`config.mk`:
```
export PLATFORM = sky130hd
export DESIGN_NAME = mon_cmd_seq
export DESIGN_NICKNAME = d
export VERILOG_FILES = /design/src/rtl/mon_pkg.sv /design/src/rtl/mon_cmd_decode.sv /design/src/rtl/mon_chan_seq.sv /design/src/rtl/mon_limit_bank.sv /design/src/rtl/mon_cmd_seq.sv
export SDC_FILE = /design/constraint.sdc
export NUM_CORES = 1
export LEC_CHECK = 0
export ABC_AREA = 1
export BUFFER_PORTS_ARGS = -buffer_cell sky130_fd_sc_hd__buf_2
export CAP_MARGIN = 20
export CORE_AREA = 2 2 103 105
export CTS_BUF_LIST = sky130_fd_sc_hd__clkbuf_16
export CTS_CLUSTER_SIZE = 10
export DETAILED_ROUTE_END_ITERATION = 16
export DIE_AREA = 0 0 105 107
export PLACE_DENSITY = 0.74
export SLEW_MARGIN = 20
export SYNTH_ARGS = -nofsm -noshare
export SYNTH_HDL_FRONTEND = slang
export SYNTH_SLANG_ARGS = --single-unit
```
`constraint.sdc`:
```
create_clock -name clk -period 2.1 [get_ports clk]
set_clock_uncertainty 0.05 [all_clocks]
set_input_delay 0.42 -clock clk [delete_from_list [all_inputs] [get_ports clk]]
set_output_delay 0.42 -clock clk [all_outputs]
set_load 0.01 [all_outputs]
```
`src/rtl/mon_pkg.sv`:
```
package mon_pkg;

    typedef enum logic [2:0] {
        S_IDLE,
        S_ACQ_BUS,
        S_ACQ_SELF,
        S_START,
        S_CONV,
        S_HOLD
    } seq_state_t;

    typedef struct packed {
        logic       valid;
        logic       lim_op;
        logic       rd;
        logic       auto_inc;
        logic [1:0] ch;
    } cmd_t;

endpackage

```
`src/rtl/mon_cmd_decode.sv`:
```
module mon_cmd_decode
    import mon_pkg::*;
#(
    parameter int NCH         = 3,
    parameter int ADDRESSABLE = 0
) (
    input  logic [7:0] cmd_byte,
    input  logic [2:0] addr_pins,
    output cmd_t       dec
);

    logic [3:0] want_id;
    logic [1:0] fld;
    logic       id_ok;

    always_comb begin
        want_id      = (ADDRESSABLE != 0) ? {addr_pins, 1'b1} : 4'b1001;
        fld          = cmd_byte[2:1];
        id_ok        = (cmd_byte[7:4] == want_id);
        dec.lim_op   = cmd_byte[3];
        dec.rd       = cmd_byte[0];
        dec.ch       = fld;
        dec.auto_inc = (fld == 2'b11) && !cmd_byte[3];
        dec.valid    = id_ok && (dec.auto_inc || (int'(fld) < NCH));
    end

endmodule

```
`src/rtl/mon_chan_seq.sv`:
```
module mon_chan_seq #(
    parameter int NCH = 3
) (
    input  logic       clk,
    input  logic       rst_n,
    input  logic       load,
    input  logic       load_auto,
    input  logic [1:0] load_ch,
    input  logic       advance,
    output logic [1:0] chan
);

    localparam logic [1:0] LAST = 2'(NCH - 1);

    logic auto_q;

    always_ff @(posedge clk or negedge rst_n) begin
        if (!rst_n) begin
            chan   <= 2'd0;
            auto_q <= 1'b0;
        end else if (load) begin
            auto_q <= load_auto;
            chan   <= load_auto ? 2'd0 : load_ch;
        end else if (advance && auto_q) begin
            chan <= (chan == LAST) ? 2'd0 : chan + 2'd1;
        end
    end

    // the step after the last channel lands on channel 0
    a_r6_wrap: assert property (@(posedge clk) disable iff (!rst_n)
        (advance && auto_q && !load && chan == LAST) |=> (chan == 2'd0));

    // a fixed channel is kept across repeats
    a_r6_fixed_hold: assert property (@(posedge clk) disable iff (!rst_n)
        (advance && !auto_q && !load) |=> $stable(chan));

    // the selected channel always exists
    a_r3_chan_range: assert property (@(posedge clk) disable iff (!rst_n)
        int'(chan) < NCH);

endmodule

```
`src/rtl/mon_limit_bank.sv`:
```
module mon_limit_bank #(
    parameter int NCH   = 3,
    parameter int RES_W = 10
) (
    input  logic             clk,
    input  logic             rst_n,
    input  logic             wr_en,
    input  logic [1:0]       wr_ch,
    input  logic [RES_W-1:0] wr_lo,
    input  logic [RES_W-1:0] wr_hi,
    input  logic [1:0]       rd_ch,
    output logic [RES_W-1:0] rd_lo,
    output logic [RES_W-1:0] rd_hi,
    input  logic             cmp_en,
    input  logic [1:0]       cmp_ch,
    input  logic [RES_W-1:0] cmp_val,
    input  logic             alert_clr,
    output logic             alert_n
);

    logic [RES_W-1:0] lo_q [NCH];
    logic [RES_W-1:0] hi_q [NCH];
    logic [RES_W-1:0] cmp_lo, cmp_hi;
    logic             outside;
    logic             alert_q;

    for (genvar i = 0; i < NCH; i++) begin : g_lim
        always_ff @(posedge clk or negedge rst_n) begin
            if (!rst_n) begin
                lo_q[i] <= '0;
                hi_q[i] <= '1;
            end else if (wr_en && int'(wr_ch) == i) begin
                lo_q[i] <= wr_lo;
                hi_q[i] <= wr_hi;
            end
        end
    end

    always_comb begin
        rd_lo  = '0;
        rd_hi  = '0;
        cmp_lo = '0;
        cmp_hi = '1;
        for (int i = 0; i < NCH; i++) begin
            if (int'(rd_ch) == i) begin
                rd_lo = lo_q[i];
                rd_hi = hi_q[i];
            end
            if (int'(cmp_ch) == i) begin
                cmp_lo = lo_q[i];
                cmp_hi = hi_q[i];
            end
        end
        outside = (cmp_val < cmp_lo) || (cmp_val > cmp_hi);
    end

    always_ff @(posedge clk or negedge rst_n) begin
        if (!rst_n)                 alert_q <= 1'b0;
        else if (cmp_en && outside) alert_q <= 1'b1;
        else if (alert_clr)         alert_q <= 1'b0;
    end

    assign alert_n = !alert_q;

    // the alarm holds until a clear arrives
    a_r11_sticky: assert property (@(posedge clk) disable iff (!rst_n)
        (!alert_n && !alert_clr) |=> !alert_n);

    // a clear with no new result releases the alarm
    a_r11_clear: assert property (@(posedge clk) disable iff (!rst_n)
        (alert_clr && !cmp_en) |=> alert_n);

    // a result on or inside the limits raises nothing
    a_r10_inside_quiet: assert property (@(posedge clk) disable iff (!rst_n)
        (alert_n && cmp_en && cmp_val >= cmp_lo && cmp_val <= cmp_hi) |=> alert_n);

endmodule

```
`src/rtl/mon_cmd_seq.sv`:
```
module mon_cmd_seq
    import mon_pkg::*;
#(
    parameter int NCH         = 3,
    parameter int ADDRESSABLE = 0,
    parameter int RES_W       = 10,
    parameter int ACQ_CYC     = 4
) (
    input  logic             clk,
    input  logic             rst_n,
    input  logic [2:0]       addr_pins,
    input  logic             cmd_valid,
    input  logic [7:0]       cmd_byte,
    input  logic [RES_W-1:0] lim_wr_lo,
    input  logic [RES_W-1:0] lim_wr_hi,
    input  logic             scl_rise,
    input  logic             rd_more,
    input  logic             stop,
    input  logic             conv_done,
    input  logic [RES_W-1:0] conv_data,
    input  logic             alert_clr,
    output logic [1:0]       mux_sel,
    output logic             acquire,
    output logic             conv_start,
    output logic             rd_valid,
    output logic [RES_W-1:0] rd_data,
    output logic [RES_W-1:0] rd_upper,
    output logic             alert_n
);

    localparam int CNT_W = $clog2(ACQ_CYC + 1);
    localparam logic [CNT_W-1:0] CNT_LAST = CNT_W'(ACQ_CYC - 1);

    seq_state_t       st, st_n;
    cmd_t             dec;
    logic             rd_q;
    logic [CNT_W-1:0] cnt;
    logic             take_cmd, seq_load, lim_wr, lim_rd;
    logic             capture, advance;
    logic [RES_W-1:0] lim_lo, lim_hi;

    mon_cmd_decode #(.NCH(NCH), .ADDRESSABLE(ADDRESSABLE)) u_dec (
        .cmd_byte (cmd_byte),
        .addr_pins(addr_pins),
        .dec      (dec)
    );

    always_comb begin
        take_cmd = (st == S_IDLE) && cmd_valid && dec.valid;
        seq_load = take_cmd && !dec.lim_op;
        lim_wr   = take_cmd && dec.lim_op && !dec.rd;
        lim_rd   = take_cmd && dec.lim_op && dec.rd;
        capture  = (st == S_CONV) && conv_done && !stop;
        advance  = (capture && !rd_q) || ((st == S_HOLD) && rd_more && !stop);
    end

    mon_chan_seq #(.NCH(NCH)) u_seq (
        .clk      (clk),
        .rst_n    (rst_n),
        .load     (seq_load),
        .load_auto(dec.auto_inc),
        .load_ch  (dec.ch),
        .advance  (advance),
        .chan     (mux_sel)
    );

    mon_limit_bank #(.NCH(NCH), .RES_W(RES_W)) u_lim (
        .clk      (clk),
        .rst_n    (rst_n),
        .wr_en    (lim_wr),
        .wr_ch    (dec.ch),
        .wr_lo    (lim_wr_lo),
        .wr_hi    (lim_wr_hi),
        .rd_ch    (dec.ch),
        .rd_lo    (lim_lo),
        .rd_hi    (lim_hi),
        .cmp_en   (capture),
        .cmp_ch   (mux_sel),
        .cmp_val  (conv_data),
        .alert_clr(alert_clr),
        .alert_n  (alert_n)
    );

    // next-state logic
    always_comb begin
        st_n = st;
        unique case (st)
            S_IDLE:     if (seq_load) st_n = dec.rd ? S_ACQ_BUS : S_ACQ_SELF;
            S_ACQ_BUS:  if (scl_rise) st_n = S_START;
            S_ACQ_SELF: if (cnt == CNT_LAST) st_n = S_START;
            S_START:    st_n = S_CONV;
            S_CONV:     if (conv_done) st_n = rd_q ? S_HOLD : S_ACQ_SELF;
            S_HOLD:     if (rd_more) st_n = S_ACQ_BUS;
            default:    st_n = S_IDLE;
        endcase
        if (st != S_IDLE && stop) st_n = S_IDLE;
    end

    // state register
    always_ff @(posedge clk or negedge rst_n) begin
        if (!rst_n) st <= S_IDLE;
        else        st <= st_n;
    end

    // mode flag and self-timed acquisition counter
    always_ff @(posedge clk or negedge rst_n) begin
        if (!rst_n) begin
            rd_q <= 1'b0;
            cnt  <= '0;
        end else begin
            if (seq_load) rd_q <= dec.rd;
            if (st != S_ACQ_SELF) cnt <= '0;
            else                  cnt <= cnt + 1'b1;
        end
    end

    // read-back registers
    always_ff @(posedge clk or negedge rst_n) begin
        if (!rst_n) begin
            rd_valid <= 1'b0;
            rd_data  <= '0;
            rd_upper <= '0;
        end else begin
            rd_valid <= lim_rd || (capture && rd_q);
            if (lim_rd) begin
                rd_data  <= lim_lo;
                rd_upper <= lim_hi;
            end else if (capture && rd_q) begin
                rd_data  <= conv_data;
                rd_upper <= '0;
            end
        end
    end

    // state-decoded outputs
    always_comb begin
        acquire    = 1'b0;
        conv_start = 1'b0;
        unique case (st)
            S_ACQ_BUS, S_ACQ_SELF: acquire = 1'b1;
            S_START:               conv_start = 1'b1;
            default: ;
        endcase
    end

    // the convert request lasts one cycle
    a_r4_one_start: assert property (@(posedge clk) disable iff (!rst_n)
        conv_start |=> !conv_start);

    // a convert request always follows an acquisition
    a_r4_start_after_acq: assert property (@(posedge clk) disable iff (!rst_n)
        $rose(conv_start) |-> $past(acquire));

    // stop silences acquisition and conversion requests
    a_r12_stop_quiet: assert property (@(posedge clk) disable iff (!rst_n)
        (stop && (acquire || conv_start)) |=> (!acquire && !conv_start));

    // a rejected byte leaves the sequencer idle on the same channel
    a_r2_reject: assert property (@(posedge clk) disable iff (!rst_n)
        (st == S_IDLE && cmd_valid && !dec.valid) |=> (st == S_IDLE && $stable(mux_sel)));

    // a byte arriving mid-transfer changes nothing
    a_r13_busy_ignore: assert property (@(posedge clk) disable iff (!rst_n)
        (st == S_HOLD && cmd_valid && !rd_more && !stop) |=> ($stable(mux_sel) && !acquire));

endmodule

```
# Yosys cells after proc, flatten, opt, wreduce, memory -nomap -nowiden
# Index checks and enable logic that the tools add are counted.
[word_totals]
out_inout_bits = 26
mem_bits_ro = 0
input_bits = 49
latchBits = 0
ram_bits = 0
memories = 0
ff_bits = 92
[classes]
eq_ne = 19
div_mod_pow = 0
bitwise_logic = 0
order_cmp = 3
mux = 34
add_sub_neg = 2
reduce_logical = 38
n_shift = 0
n_mul = 0
[ops]
columns = ["op", "n"]
rows = [
  ["$mux W10", 16],
  ["$mux W3", 8],
  ["$logic_and A1 B1 Y1", 20],
  ["$pmux W3 S6", 1],
  ["$eq A2 B2 Y1 const B", 6],
  ["$ne A3 B2 Y1 const B", 4],
  ["$gt A10 B10 Y1", 1],
  ["$lt A10 B10 Y1", 1],
  ["$mux W2", 5],
  ["$eq A3 B2 Y1 const B", 3],
  ["$eq A3 B3 Y1 const B", 2],
  ["$ne A3 B3 Y1 const B", 2],
  ["$reduce_bool A2 Y1", 3],
  ["$logic_not A1 Y1", 5],
  ["$reduce_and A5 Y1", 1],
  ["$eq A4 B4 Y1 const B", 1],
  ["$logic_not A2 Y1", 2],
  ["$logic_or A1 B1 Y1", 4],
  ["$mux W1", 4],
  ["$add A3 B1 Y3 const B", 1],
  ["$eq A3 B1 Y1 const B", 1],
  ["$logic_not A3 Y1", 1],
  ["$reduce_bool A3 Y1", 1],
  ["$add A2 B1 Y2 const B", 1],
  ["2 further kinds", 2],
]

# Depth between registers and ports, before layout
# Gate-level depths: netlist of the first run.
[depth]
ltp_word = 9
mapped_depth = 15

# Cells and area by module
# From an unflattened synthesis of the first run, not the netlist that was laid out.
[hier_totals]
hier_cells = 673
area_unflattened_um2 = 5348.9
[modules_own_cells]
columns = ["module", "instances", "area_each_um2", "cells_each"]
rows = [
  ["mon_limit_bank", 1, 3505.9, 448],
  ["mon_cmd_seq", 1, 1624.1, 190],
  ["mon_chan_seq", 1, 155.1, 22],
  ["mon_cmd_decode", 1, 63.8, 13],
]

# Worst setup path before layout of the first run
# OpenSTA, ideal clock, no wires.
[synth_path]
path_type = "register -> register"
startpoint = "reg u_seq.chan[1]"
endpoint = "reg u_lim.alert_q"
n_path_buf = 1
t_arrival_ns = 1.936
path_slack_ns = -0.002
required_ns = 1.934
path_stages_with_launch = 15
period_less_slack_ns = 2.102
cell_sequence = "dfrtp_1 -> inv_1 -> nor2_1 -> clkinv_1 -> clkbuf_1 -> o221ai_1 -> ha_1 -> nand2_1 -> o21bai_1 -> a21oi_1 -> nor2_1 -> nand2_1 -> nand2_1 -> nand2_1 -> nand2_1"
[synth_via]
elab_chain_len = 8
[synth_rtl]
columns = ["item", "line", "text"]
rows = [
  ["from (decl)", "mon_chan_seq.sv:10", "output logic [1:0] chan"],
  ["from (signal assigned)", "mon_chan_seq.sv:23", "chan <= load_auto ? 2'd0 : load_ch;"],
  ["from (signal assigned)", "mon_chan_seq.sv:25", "chan <= (chan == LAST) ? 2'd0 : chan + 2'd1;"],
  ["$logic_not A2 Y1", "mon_limit_bank.sv:49", "if (int'(cmp_ch) == i) begin"],
  ["$mux W10 (3 in a row)", "mon_limit_bank.sv:49", ""],
  ["$lt A10 B10 Y1 / $gt A10 B10 Y1 (equally long branches)", "mon_limit_bank.sv:54", "outside = (cmp_val < cmp_lo) || (cmp_val > cmp_hi);"],
  ["$logic_or A1 B1 Y1 *", "mon_limit_bank.sv:54", ""],
  ["$logic_and A1 B1 Y1 *", "mon_limit_bank.sv:59", "else if (cmp_en && outside) alert_q <= 1'b1;"],
  ["$mux W1 / $reduce_bool A2 Y1 (equally long branches)", "-", ""],
  ["to (signal assigned)", "mon_limit_bank.sv:58", "if (!rst_n) alert_q <= 1'b0;"],
  ["to (signal assigned)", "mon_limit_bank.sv:59", ""],
  ["to (signal assigned)", "mon_limit_bank.sv:60", "else if (alert_clr) alert_q <= 1'b0;"],
  ["to (decl)", "mon_limit_bank.sv:25", "logic alert_q;"],
]
# Mark *: on every way between the ends. The rest lies on a longest branch, timed or not.
# A chain may end at the register's enable or synchronous reset.

# Worst setup path after layout of the first run
# Ends and elaborated chain as after synthesis.

==> impl_summary.txt, run 1 <==
----------------------------------------------------
[Layout]
  Proportion of layout cells with a drive suffix above 1 ... 24.9%
  Layout Area Growth over Synthesis ... 23.1%
  Number of antenna repair diodes ... 0
  Post-route standard cell area excluding fillers ... 6310 um2
  Net count of the finished layout ... 808
  Post-layout instance count excluding filler cells ... 879

[Clocking]
  Number of buffers added by the clock tree synthesis step ... 9
  Clock transition at path regs ... 0.06 ns
  Number of H-tree levels ... 3
  Root buffer cell ... sky130_fd_sc_hd__clkbuf_16
  Clock insertion delay at the later pin of the skew report ... 0.35 ns
  TritonCTS clock tree ... done
  CTS sink cnt ... 92
  Maximum count of clock buffers along a single path ... 2

[Placed design]
  Worst slack, placed ... -0.0713 ns
  Dpl cells ... 858
  Placement-stage cell area ... 5800 um2
  DP Wirelength ... 10200 um
  Count of buffers from port buffering ... 71
  RePlAce Congestion ... 0.866

[Die]
  Die Outline Area ... 11200 um2
  # IOs ... 75
  Die boundary width ... 105 um
  Die height ... 107 um
  Placement row count ... 37
  Starting Density ... 50.8%
  CORE AREA ... 10100 um2

[Logic synthesis]
  Avg Inst Size Synth ... 7.86 um2
  Top_reg_cell synth ... sky130_fd_sc_hd__dfrtp_1
  Mux share of post-synthesis cell area ... 0%
  Arithmetic-cell share of the synthesized area counting full adders, half adders and majority gates ... 5.13%
  Net count after synthesis ... 722
  Post-synth top area cell ... sky130_fd_sc_hd__dfrtp_1
  Cell area after synthesis ... 5120 um2
  Number of flops mapped to enable cells by yosys ... 0
  Count of unique library cells instantiated by Yosys ... 34
  Sequential element share of the synthesized area ... 45.7%
  Largest cells by area after synthesis ... sky130_fd_sc_hd__dfrtp_1 30%, sky130_fd_sc_hd__dfstp_2 15%, sky130_fd_sc_hd__nand2_1 14%
  Compound-Gate Fraction of Synth Area ... 16.9%
  Warning count from the yosys run ... 0
  Synth Register Bits ... 92
  Post-synthesis cell count ... 652
  Top-area cell type share of the netlist area ... 30.3%
  Area share of and/or/nand/nor cells after synthesis ... 23.1%
  Post-synthesis async set-or-reset flop share ... 100%
  Xor and xnor area share after synthesis ... 0%
  Dominant combinational cell family by area after synthesis ... simple AND/OR/NAND/NOR gates

[Worst setup path]
  Critical Path Sink Type ... flip-flop
  Reg2reg setup slack ... -0.01 ns
  First element of the critical path ... u_seq.chan[1]
  R2r worst-path depth ... 11
  Endpoint of the worst register-to-register path ... u_lim.alert_q
  Setup CP Type ... flip-flop to flip-flop
  CP required ... 2.34 ns
  Arrival @ worst endpoint ... 2.35 ns
  Maximum fanout count along the critical path ... 6
  Category of the worst setup path launch point ... flip-flop
  Beginning of the worst register-to-register path ... u_seq.chan[1]

[Timing]
  Worst Slack Setup Final ... -0.0135 ns
  Final hold violation count ... 8
  Worst-case hold slack ... -0.0131 ns
  Worst slew slack as a fraction of its limit ... 65.8%
  Final worst path period need ... 2.11 ns
  Maximum operating frequency ... 0.473 GHz
  Setup violation total in the final timing report ... 1
  Setup repair after global routing missed its margin ... true
  Part of the cycle the worst path needs ... 101%
  Slew Limit Fails ... 0
  Slew of the pin with the lowest slew margin ... 0.513 ns

[Pwr]
  Overall power ... 6.23 mW
  Max IR drop VDD ... 0.506 mV
  Static leakage ... 3.31 nW
  Ratio of total power to cell area ... 987 nW/um2

[Route]
  DR pass1 iterations ... 5
  Residual DRC count ... 0
  Topmost layer with routed signal wires ... met4
  Number of nets with antenna violations after detailed routing ... 0
  Iteration-0 DRC Markers ... 354
  Post-Route M1 WL ... 6140 um
  Vias after detailed routing ... 4985
  Amount of wire on met3 after detailed routing ... 1150 um
  Via density per instance ... 5.67
  Met2 Routed Length ... 7020 um
  Routed wire length per instance ... 16.8 um
  Aggregate routed wire length ... 14700 um

[Global routing]
  Initial antenna violation count ... 0
  Number of global-route vias before repair ... 4843
  Gr ovfl total ... 0
  GRT Total Usage ... 26.8%
  First-pass GRT wire length ... 23500 um
  Pin count of the biggest net entering global routing ... 40

[Status]
  Outcome ... finished with violations
  Violations in the final reports ... hold timing, setup timing

[Worst hold path]
  Path category of the worst min-delay check ... primary input to asynchronous set/reset pin

[Job]
  Max-cap viol count ... 0

----------------------------------------------------
power breakdown:
group / switching, mW / internal, mW
registers: 0.165 / 2.04
logic: 1.18 / 0.865
clock network: 0.693 / 1.28
total: 2.04 / 4.18
stage by stage:
stage          setup TNS (ns)  utilization (%)  hold slack, ns
4_1_cts              -0.00210             61.7         0.00612
3_5_place_dp          -0.0713             57.5           0.368
6_report              -0.0135             62.5         -0.0131
5_1_grt                -0.113             62.5          0.0204
3_3_place_gp        -0.000909             57.5           0.369
2_1_floorplan               0                -          0.0744
cell families after synthesis:
group,after synthesis
flops,92
fa+ha+maj,21
buf+inv,112
simple gates,279
compound gates,148
how the worst max path moves through the flow:
stage | to | depth (start not counted)
floorplan | u_lim.alert_q | 15
global placement | u_lim.alert_q | 14
detailed placement | u_lim.alert_q | 15
CTS | u_lim.alert_q | 14
global route | u_lim.alert_q | 14
finish | u_lim.alert_q | 11
worst max-delay path: stages (launching register included):
cell	delay, ns
sky130_fd_sc_hd__dfrtp_2	0.45
sky130_fd_sc_hd__buf_6	0.15
sky130_fd_sc_hd__o21ai_0	0.25
sky130_fd_sc_hd__o221ai_2	0.15
sky130_fd_sc_hd__ha_1	0.35
sky130_fd_sc_hd__a21oi_1	0.16
sky130_fd_sc_hd__o21ai_0	0.12
sky130_fd_sc_hd__nor2_1	0.11
sky130_fd_sc_hd__nand2_1	0.07
sky130_fd_sc_hd__nand2_2	0.09
sky130_fd_sc_hd__nand2_1	0.05
sky130_fd_sc_hd__nand2_1	0.07
final cells by class:
class / instances / area, um2
Clock buffer: 9 / 225
Timing Repair Buffer: 104 / 721
Tap cell: 136 / 170
Fill cell: 890 / 3790
Multi-Input combinational cell: 448 / 2390
Inverter: 83 / 315
Clock inverter: 7 / 139
Sequential cell: 92 / 2340
repair_timing:
action | in CTS | in global routing
buffers inserted | 3 | 2
gates cloned | 0 | 0
pin swaps | 4 | 13
hold buffers | 0 | 0
resized for setup | 10 | 21
setup endpoints to repair | 1 | 21
registers in the layout (all words and copies together) (netlist names), 2 cells and up:
name / count
u_lim.hi_q: 30
u_lim.lo_q: 30
rd_data: 10
rd_upper: 10
cnt: 3
st: 3
u_seq.chan: 2
cells in the mapped netlist, types with 2 or more instances:
library cell,n
sky130_fd_sc_hd__nand2_1,187
sky130_fd_sc_hd__inv_1,80
sky130_fd_sc_hd__o21ai_0,70
sky130_fd_sc_hd__dfrtp_1,62
sky130_fd_sc_hd__nor2_1,43
sky130_fd_sc_hd__dfstp_2,30
sky130_fd_sc_hd__ha_1,21
sky130_fd_sc_hd__o21ai_1,21
sky130_fd_sc_hd__o221ai_1,20
sky130_fd_sc_hd__nand3_1,19
sky130_fd_sc_hd__a21oi_1,17
sky130_fd_sc_hd__clkbuf_1,11
sky130_fd_sc_hd__buf_2,10
sky130_fd_sc_hd__nand4_1,10
sky130_fd_sc_hd__nor3_1,8
sky130_fd_sc_hd__o211ai_1,8
sky130_fd_sc_hd__o22ai_1,6
sky130_fd_sc_hd__buf_6,4
sky130_fd_sc_hd__buf_4,3
sky130_fd_sc_hd__nand2_2,3
sky130_fd_sc_hd__o21a_1,3
sky130_fd_sc_hd__inv_2,2
sky130_fd_sc_hd__nor2_2,2
sky130_fd_sc_hd__o21bai_1,2
cells in the final DEF, fill, tap and decap left out, drive strengths merged:
cell type    n
nand2      191
buf        104
o21ai       91
inv         82
dfrtp       62
nor2        47
dfstp       30
ha          21
nand3       21
o221ai      20
a21oi       17
nand4       10
clkbuf       9
o211ai       9
nor3         8
o22ai        6
bufinv       4
clkinv       4
o21a         3
o21bai       2
nor3b        1
or2          1
layer usage:
| metal | vias up | track usage, % |
|---|---|---|
| li1 | 2316 | - |
| met1 | 2381 | 35.3 |
| met2 | 253 | 44.3 |
| met3 | 35 | 4.32 |
| met4 | 0 | 10.6 |
| met5 | - | 0 |
No activity file was read; power rests on OpenSTA's default activity.
==> run 2: changes to the inputs <==
--- a/config.mk
+++ b/config.mk
@@ -13,6 +13,7 @@
 export CTS_CLUSTER_SIZE = 10
 export DETAILED_ROUTE_END_ITERATION = 16
 export DIE_AREA = 0 0 105 107
+export HOLD_SLACK_MARGIN = 0.12
 export PLACE_DENSITY = 0.74
 export SLEW_MARGIN = 20
 export SYNTH_ARGS = -nofsm -noshare
==> impl_summary.txt, run 2 (synthesis results as in run 1) <==
----------------------------------------------------
[Status]
  Outcome ... finished with violations
  Violations in the final reports ... setup timing

[Layout]
  Number of antenna repair diodes ... 0 (unchanged)
  Post-route standard cell area excluding fillers ... 6320 um2 (+0.16%)
  Fillcell total ... 891 (+0.11%)
  Net count of the finished layout ... 809 (+0.12%)
  Largest regs ... u_lim.hi_q x30, u_lim.lo_q x30
  Proportion of layout cells with a drive suffix above 1 ... 24.9% (-0.033 points)
  Most common cell after layout, fill and taps aside ... sky130_fd_sc_hd__nand2_1
  Layout Area Growth over Synthesis ... 23.3%
  Most used cells in the layout excluding fill and tap cells ... 185 x sky130_fd_sc_hd__nand2_1, 78 x sky130_fd_sc_hd__inv_1, 70 x sky130_fd_sc_hd__buf_2, 67 x sky130_fd_sc_hd__o21ai_0, 60 x sky130_fd_sc_hd__dfrtp_1

[Pwr]
  Power dissipated by switching net loads ... 2.06 mW (+0.66%)
  Sequential fraction of design power ... 35.3% (about the same)
  Static leakage ... 3.31 nW (+0.13%)
  Portion of total power attributed to the clock network ... 31.8% (about the same)
  Sw Ratio ... 33.0% (+0.14 points)
  Max IR drop VDD ... 0.508 mV (+0.37%)
  Combinational group share of total power ... 32.9% (about the same)
  Internal cell power ... 4.18 mW (about the same)
  Overall power ... 6.24 mW (+0.24%)
  Ratio of total power to cell area ... 988 nW/um2 (about the same)

[Timing]
  Worst Slack Setup Final ... -0.0149 ns (-0.00133 ns)
  Setup repair after global routing missed its margin ... true
  Slew Limit Fails ... 0 (unchanged)
  Maximum operating frequency ... 0.473 GHz (about the same)
  Final hold violation count ... 0 (-8)
  Setup violation total in the final timing report ... 1 (unchanged)
  Final worst path period need ... 2.11 ns (+0.00133 ns)
  Part of the cycle the worst path needs ... 101% (about the same)
  Worst slew slack as a fraction of its limit ... 65.9% (+0.12 points)
  Slew of the pin with the lowest slew margin ... 0.511 ns (-0.00180 ns)

[Job]
  Max-cap viol count ... 0 (unchanged)

[Die]
  Die Outline Area ... 11200 um2 (unchanged)
  Placement row count ... 37 (unchanged)
  # IOs ... 75 (unchanged)
  Die boundary width ... 105 um (unchanged)
  Die height ... 107 um (unchanged)
  CORE AREA ... 10100 um2 (unchanged)
  Starting Density ... 50.8% (unchanged)

[Worst hold path]
  Source of the worst hold timing path ... lim_wr_hi[2]
  Endpoint, Worst Hold ... u_lim.hi_q[22]
  Path category of the worst min-delay check ... primary input to flip-flop
  Worst hold path depth ... 3

[Placed design]
  Placement-stage cell area ... 5800 um2 (unchanged)
  Count of buffers from port buffering ... 71 (unchanged)
  DP Wirelength ... 10200 um (unchanged)
  RePlAce Congestion ... 0.866 (unchanged)

[Clocking]
  Clock insertion delay at the later pin of the skew report ... 0.35 ns (about the same)
  CTS sink cnt ... 92 (unchanged)
  Number of buffers added by the clock tree synthesis step ... 9 (unchanged)
  Clock transition at path regs ... 0.07 ns (about the same)
  Maximum count of clock buffers along a single path ... 2 (unchanged)
  Number of H-tree levels ... 3 (unchanged)
  TritonCTS clock tree ... done
  Root buffer cell ... sky130_fd_sc_hd__clkbuf_16

[Route]
  DR pass1 iterations ... 5 (unchanged)
  Iteration-0 DRC Markers ... 324 (-8.5%)
  Number of nets with antenna violations after detailed routing ... 0 (unchanged)
  Via density per instance ... 5.69 (+0.39%)
  Vias after detailed routing ... 5010 (+0.50%)
  Aggregate routed wire length ... 14800 um (+0.39%)
  Residual DRC count ... 0 (unchanged)
  Routed wire length per instance ... 16.8 um (+0.28%)

[Global routing]
  Number of global-route vias before repair ... 4849 (+0.12%)
  Initial antenna violation count ... 0 (unchanged)
  Pin count of the biggest net entering global routing ... 40 (unchanged)
  First-pass GRT wire length ... 23500 um (about the same)
  Gr ovfl total ... 0 (unchanged)
  GRT Total Usage ... 26.8% (about the same)

[Worst setup path]
  Beginning of the worst register-to-register path ... u_seq.chan[1]
  CP required ... 2.29 ns (-0.05 ns)
  Reg2reg setup slack ... -0.01 ns (about the same)
  Endpoint of the worst register-to-register path ... u_lim.alert_q
  Category of the worst setup path launch point ... flip-flop
  Number of buffer and inverter instances along the worst setup path ... 3 (+2)
  Cell with the most instances on the worst path ... sky130_fd_sc_hd__nand2_1
  Critical-path cell list ... nor2_2 > inv_2 > buf_12 > o221ai_2 > ha_1 > nand2_1 > inv_1 > nor2_1 > o21a_1 > nand3_1 > nand2_1 > nand2_2 > nand2_1 > nand2_1
  Arrival @ worst endpoint ... 2.31 ns (-0.04 ns)
  Critical path's top delay family ... simple AND/OR/NAND/NOR gates
  R2r worst-path depth ... 14 (+3)
  Max stage delay cell, worst path ... sky130_fd_sc_hd__dfrtp_2
  Slowest cell delay on critical path ... 0.45 ns (about the same)
  Critical Path Sink Type ... flip-flop
  Setup CP Type ... flip-flop to flip-flop
  Maximum fanout count along the critical path ... 10 (+4)

----------------------------------------------------
[run 2: cell count changes in the layout (fill, tap and decap cells not counted), sizes merged]
cell	previous run	this run
dlygate4sd3	0	1
[run 2: what timing repair did]
action | in CTS | in global routing
hold buffers | 1 | 0
pin swaps | 4 | 13
endpoints found under the hold margin | 29 | 0
setup endpoints to repair | 1 | 21
setup buffers | 3 | 2
gates resized for setup | 10 | 21
[run 2: how the worst max path moves through the flow]
stage / start / slack [ns] / cells after the start / endpoint
floorplan: u_seq.chan[1] / 0.03 / 15 / u_lim.alert_q
global placement: u_seq.chan[1] / -0.0009 / 14 / u_lim.alert_q
detailed placement: u_seq.chan[1] / -0.07 / 15 / u_lim.alert_q
CTS: u_seq.chan[0] / -0.002 / 14 / u_lim.alert_q
global route: u_seq.chan[1] / -0.11 / 14 / u_lim.alert_q
finish: u_seq.chan[1] / -0.01 / 14 / u_lim.alert_q
[run 2: power groups by stage]
stage / combinational (mW) / clock (mW) / sequential (mW)
floorplan: 1.06 / 0 / 2.22
global placement: 1.73 / 0 / 2.20
detailed placement: 1.80 / 0 / 2.21
CTS: 1.93 / 1.99 / 2.19
global route: 2.27 / 2.06 / 2.23
finish: 2.05 / 1.98 / 2.20
[run 2: final cells by class]
type | count | area (um2) | area share (%)
Timing Repair Buffer | 105 | 731 | 11.6
Sequential cell | 92 | 2340 | 37.1
Multi-Input combinational cell | 448 | 2390 | 37.9
Clock inverter | 7 | 139 | 2.20
Tap cell | 136 | 170 | 2.69
Inverter | 83 | 315 | 4.99
Clock buffer | 9 | 225 | 3.57
[run 2: metrics by stage]
| step | utilization (%) | TNS, ns | cells | hold slack [ns] | setup WS [ns] |
|---|---|---|---|---|---|
| floorplan | - | 0 | 652 | 0.0744 | 0.0281 |
| global placement | 57.5 | -0.000909 | 858 | 0.369 | -0.000909 |
| detailed placement | 57.5 | -0.0713 | 858 | 0.368 | -0.0713 |
| CTS | 61.8 | -0.00210 | 878 | 0.236 | -0.00210 |
| global route | 62.6 | -0.113 | 880 | 0.246 | -0.113 |
| finish | 62.6 | -0.0149 | 880 | 0.235 | -0.0149 |
[run 2: per-layer routing]
metal / track usage (%) / wire (um) / share of wire (%)
met1: 35.3 / 6290 / 43
met2: 44.3 / 7070 / 48
met3: 4.32 / 1030 / 7.0
met4: 10.6 / 394 / 2.7
met5: 0 / 0 / 0
[run 2: worst reg2reg max path, cell delays in order, from the launching register on]
cell and delay [ns]:
sky130_fd_sc_hd__dfrtp_2 0.45, sky130_fd_sc_hd__nor2_2 0.16, sky130_fd_sc_hd__inv_2 0.07, sky130_fd_sc_hd__buf_12 0.15, sky130_fd_sc_hd__o221ai_2 0.15, sky130_fd_sc_hd__ha_1 0.26
sky130_fd_sc_hd__nand2_1 0.09, sky130_fd_sc_hd__inv_1 0.05, sky130_fd_sc_hd__nor2_1 0.12, sky130_fd_sc_hd__o21a_1 0.14, sky130_fd_sc_hd__nand3_1 0.06, sky130_fd_sc_hd__nand2_1 0.09
sky130_fd_sc_hd__nand2_2 0.07, sky130_fd_sc_hd__nand2_1 0.06, sky130_fd_sc_hd__nand2_1 0.05
==> run 3: changes to the inputs <==
--- a/config.mk
+++ b/config.mk
@@ -15,6 +15,7 @@
 export DIE_AREA = 0 0 105 107
 export HOLD_SLACK_MARGIN = 0.12
 export PLACE_DENSITY = 0.74
+export SKIP_CTS_REPAIR_TIMING = 1
 export SLEW_MARGIN = 20
 export SYNTH_ARGS = -nofsm -noshare
 export SYNTH_HDL_FRONTEND = slang
==> impl_summary.txt, run 3 (synthesis results as in run 1) <==
----------------------------------------------------
[Status]
  Outcome ... finished with violations
  Violations in the final reports ... setup timing

[Worst hold path]
  Source of the worst hold timing path ... lim_wr_hi[2]
  Worst hold path depth ... 3 (unchanged)
  Endpoint, Worst Hold ... u_lim.hi_q[22]
  Path category of the worst min-delay check ... primary input to flip-flop

[Clocking]
  Maximum count of clock buffers along a single path ... 2 (unchanged)
  CTS sink cnt ... 92 (unchanged)
  Number of buffers added by the clock tree synthesis step ... 9 (unchanged)
  TritonCTS clock tree ... done
  Clock insertion delay at the later pin of the skew report ... 0.35 ns (about the same)
  Root buffer cell ... sky130_fd_sc_hd__clkbuf_16
  Number of H-tree levels ... 3 (unchanged)
  Clock transition at path regs ... 0.07 ns (about the same)

[Pwr]
  Internal cell power ... 4.14 mW (-0.98%)
  Max IR drop VDD ... 0.524 mV (+3.2%)
  Static leakage ... 3.29 nW (-0.62%)
  Power dissipated by switching net loads ... 2.04 mW (-0.73%)
  Sequential fraction of design power ... 35.7% (+0.4 points)
  Combinational group share of total power ... 32.3% (-0.6 points)
  Overall power ... 6.18 mW (-0.89%)
  Ratio of total power to cell area ... 984 nW/um2 (-0.40%)
  Sw Ratio ... 33.0% (+0.056 points)
  Portion of total power attributed to the clock network ... 32.0% (+0.2 points)

[Worst setup path]
  Critical path's top delay family ... simple AND/OR/NAND/NOR gates
  Reg2reg setup slack ... -0.006 ns (about the same)
  Number of buffer and inverter instances along the worst setup path ... 3 (unchanged)
  Cell with the most instances on the worst path ... sky130_fd_sc_hd__nand2_1
  Setup CP Type ... flip-flop to flip-flop
  Beginning of the worst register-to-register path ... u_seq.chan[1]
  Max stage delay cell, worst path ... sky130_fd_sc_hd__dfrtp_2
  Slowest cell delay on critical path ... 0.46 ns (about the same)
  Category of the worst setup path launch point ... flip-flop
  R2r worst-path depth ... 15 (+1)
  Critical-path cell list ... buf_6 > nor2_4 > buf_6 > nand2_2 > o221ai_2 > ha_1 > nand2_1 > inv_1 > nor2_1 > o21a_1 > nand3_1 > nand2_1 > nand2_2 > nand2_1 > nand2_1
  CP required ... 2.29 ns (about the same)
  Critical Path Sink Type ... flip-flop
  Maximum fanout count along the critical path ... 6 (-4)
  Endpoint of the worst register-to-register path ... u_lim.alert_q
  Arrival @ worst endpoint ... 2.30 ns (about the same)

[Timing]
  Worst-case hold slack ... 0.237 ns (+0.00248 ns)
  Maximum operating frequency ... 0.475 GHz (+0.42%)
  Total negative slack for setup checks ... -0.00603 ns (+0.00884 ns)
  Setup repair after global routing missed its margin ... true
  Slew of the pin with the lowest slew margin ... 0.509 ns (-0.00247 ns)
  Worst slew slack as a fraction of its limit ... 66.1% (+0.16 points)
  Worst Slack Setup Final ... -0.00603 ns (+0.00884 ns)
  Slew Limit Fails ... 0 (unchanged)
  Setup violation total in the final timing report ... 1 (unchanged)
  Final hold violation count ... 0 (unchanged)
  Final worst path period need ... 2.11 ns (-0.00884 ns)
  Part of the cycle the worst path needs ... 100% (-0.42 points)

[Layout]
  Layout Area Growth over Synthesis ... 22.7%
  Net count of the finished layout ... 805 (-0.49%)
  Most used cells in the layout excluding fill and tap cells ... 184 x sky130_fd_sc_hd__nand2_1, 77 x sky130_fd_sc_hd__inv_1, 70 x sky130_fd_sc_hd__buf_2, 68 x sky130_fd_sc_hd__o21ai_0, 60 x sky130_fd_sc_hd__dfrtp_1
  Final core occ ... 62.3% (-0.31 points)
  Largest regs ... u_lim.hi_q x30, u_lim.lo_q x30
  Proportion of layout cells with a drive suffix above 1 ... 24.5% (-0.41 points)
  Number of antenna repair diodes ... 0 (unchanged)
  Most common cell after layout, fill and taps aside ... sky130_fd_sc_hd__nand2_1
  Post-route standard cell area excluding fillers ... 6280 um2 (-0.50%)

[Die]
  Starting Density ... 50.8% (unchanged)
  CORE AREA ... 10100 um2 (unchanged)
  Die Outline Area ... 11200 um2 (unchanged)
  Placement row count ... 37 (unchanged)
  # IOs ... 75 (unchanged)
  Die boundary width ... 105 um (unchanged)
  Die height ... 107 um (unchanged)

[Placed design]
  DP Wirelength ... 10200 um (unchanged)
  Placement-stage cell area ... 5800 um2 (unchanged)
  RePlAce Congestion ... 0.866 (unchanged)
  Count of buffers from port buffering ... 71 (unchanged)

[Global routing]
  GRT Total Usage ... 26.6% (-0.20 points)
  Initial antenna violation count ... 0 (unchanged)
  First-pass GRT wire length ... 23400 um (-0.65%)
  Pin count of the biggest net entering global routing ... 40 (unchanged)
  Number of global-route vias before repair ... 4750 (-2.0%)
  Gr ovfl total ... 0 (unchanged)

[Route]
  Residual DRC count ... 0 (unchanged)
  Aggregate routed wire length ... 14600 um (-0.91%)
  Via density per instance ... 5.65 (-0.81%)
  DR pass1 iterations ... 5 (unchanged)
  Routed wire length per instance ... 16.7 um (-0.45%)
  Number of nets with antenna violations after detailed routing ... 0 (unchanged)
  Vias after detailed routing ... 4947 (-1.3%)
  Iteration-0 DRC Markers ... 366 (+13%)

[Job]
  Max-cap viol count ... 0 (unchanged)

----------------------------------------------------
## run 3: how the worst max path moves through the flow
stage	startpoint	endpoint	slack [ns]	depth (start not counted)
after floorplan	u_seq.chan[1]	u_lim.alert_q	0.03	15
after global placement	u_seq.chan[1]	u_lim.alert_q	-0.0009	14
after detailed placement	u_seq.chan[1]	u_lim.alert_q	-0.07	15
after CTS	u_seq.chan[1]	u_lim.alert_q	-0.09	15
after global routing	u_seq.chan[0]	u_lim.alert_q	-0.13	14
final	u_seq.chan[1]	u_lim.alert_q	-0.006	15
## run 3: worst reg2reg max path, delay by kind of cell (launching register included)
family	cells	cell delay, ns
buffers and inverters	3	0.34
AOI/OAI and AO/OA	2	0.19
adders and majority gates	1	0.27
and+or+nand+nor	9	0.69
DFF	1	0.46
## run 3: cell type report
cell class | instances | area [um2]
multi-input cells | 448 | 2390
clock inverters | 7 | 139
inverters | 83 | 314
fillers | 897 | 3810
clock buffers | 9 | 225
repair buffers | 101 | 701
well taps | 136 | 170
flip-flops and latches | 92 | 2340
## run 3: layer usage
metal  vias up  wire (um)  track usage (%)
met5         -          0                0
met4         0        380             10.3
met3        35       1150             3.40
met2       257       6950             44.2
met1      2346       6170             35.5
li1       2309          -                -
## run 3: power groups by stage
stage | Clock [mW] | Sequential, mW | Combinational (mW)
2_1_floorplan | 0 | 2.22 | 1.06
3_3_place_gp | 0 | 2.20 | 1.73
3_5_place_dp | 0 | 2.21 | 1.80
4_1_cts | 1.99 | 2.18 | 1.81
5_1_grt | 2.06 | 2.24 | 2.22
6_report | 1.98 | 2.21 | 2.00
## run 3: through the flow
step	worst slack, ns	instances
after floorplan	0.0281	652
after global placement	-0.000909	858
after detailed placement	-0.0713	858
after CTS	-0.0869	874
after global routing	-0.131	876
final	-0.00603	876
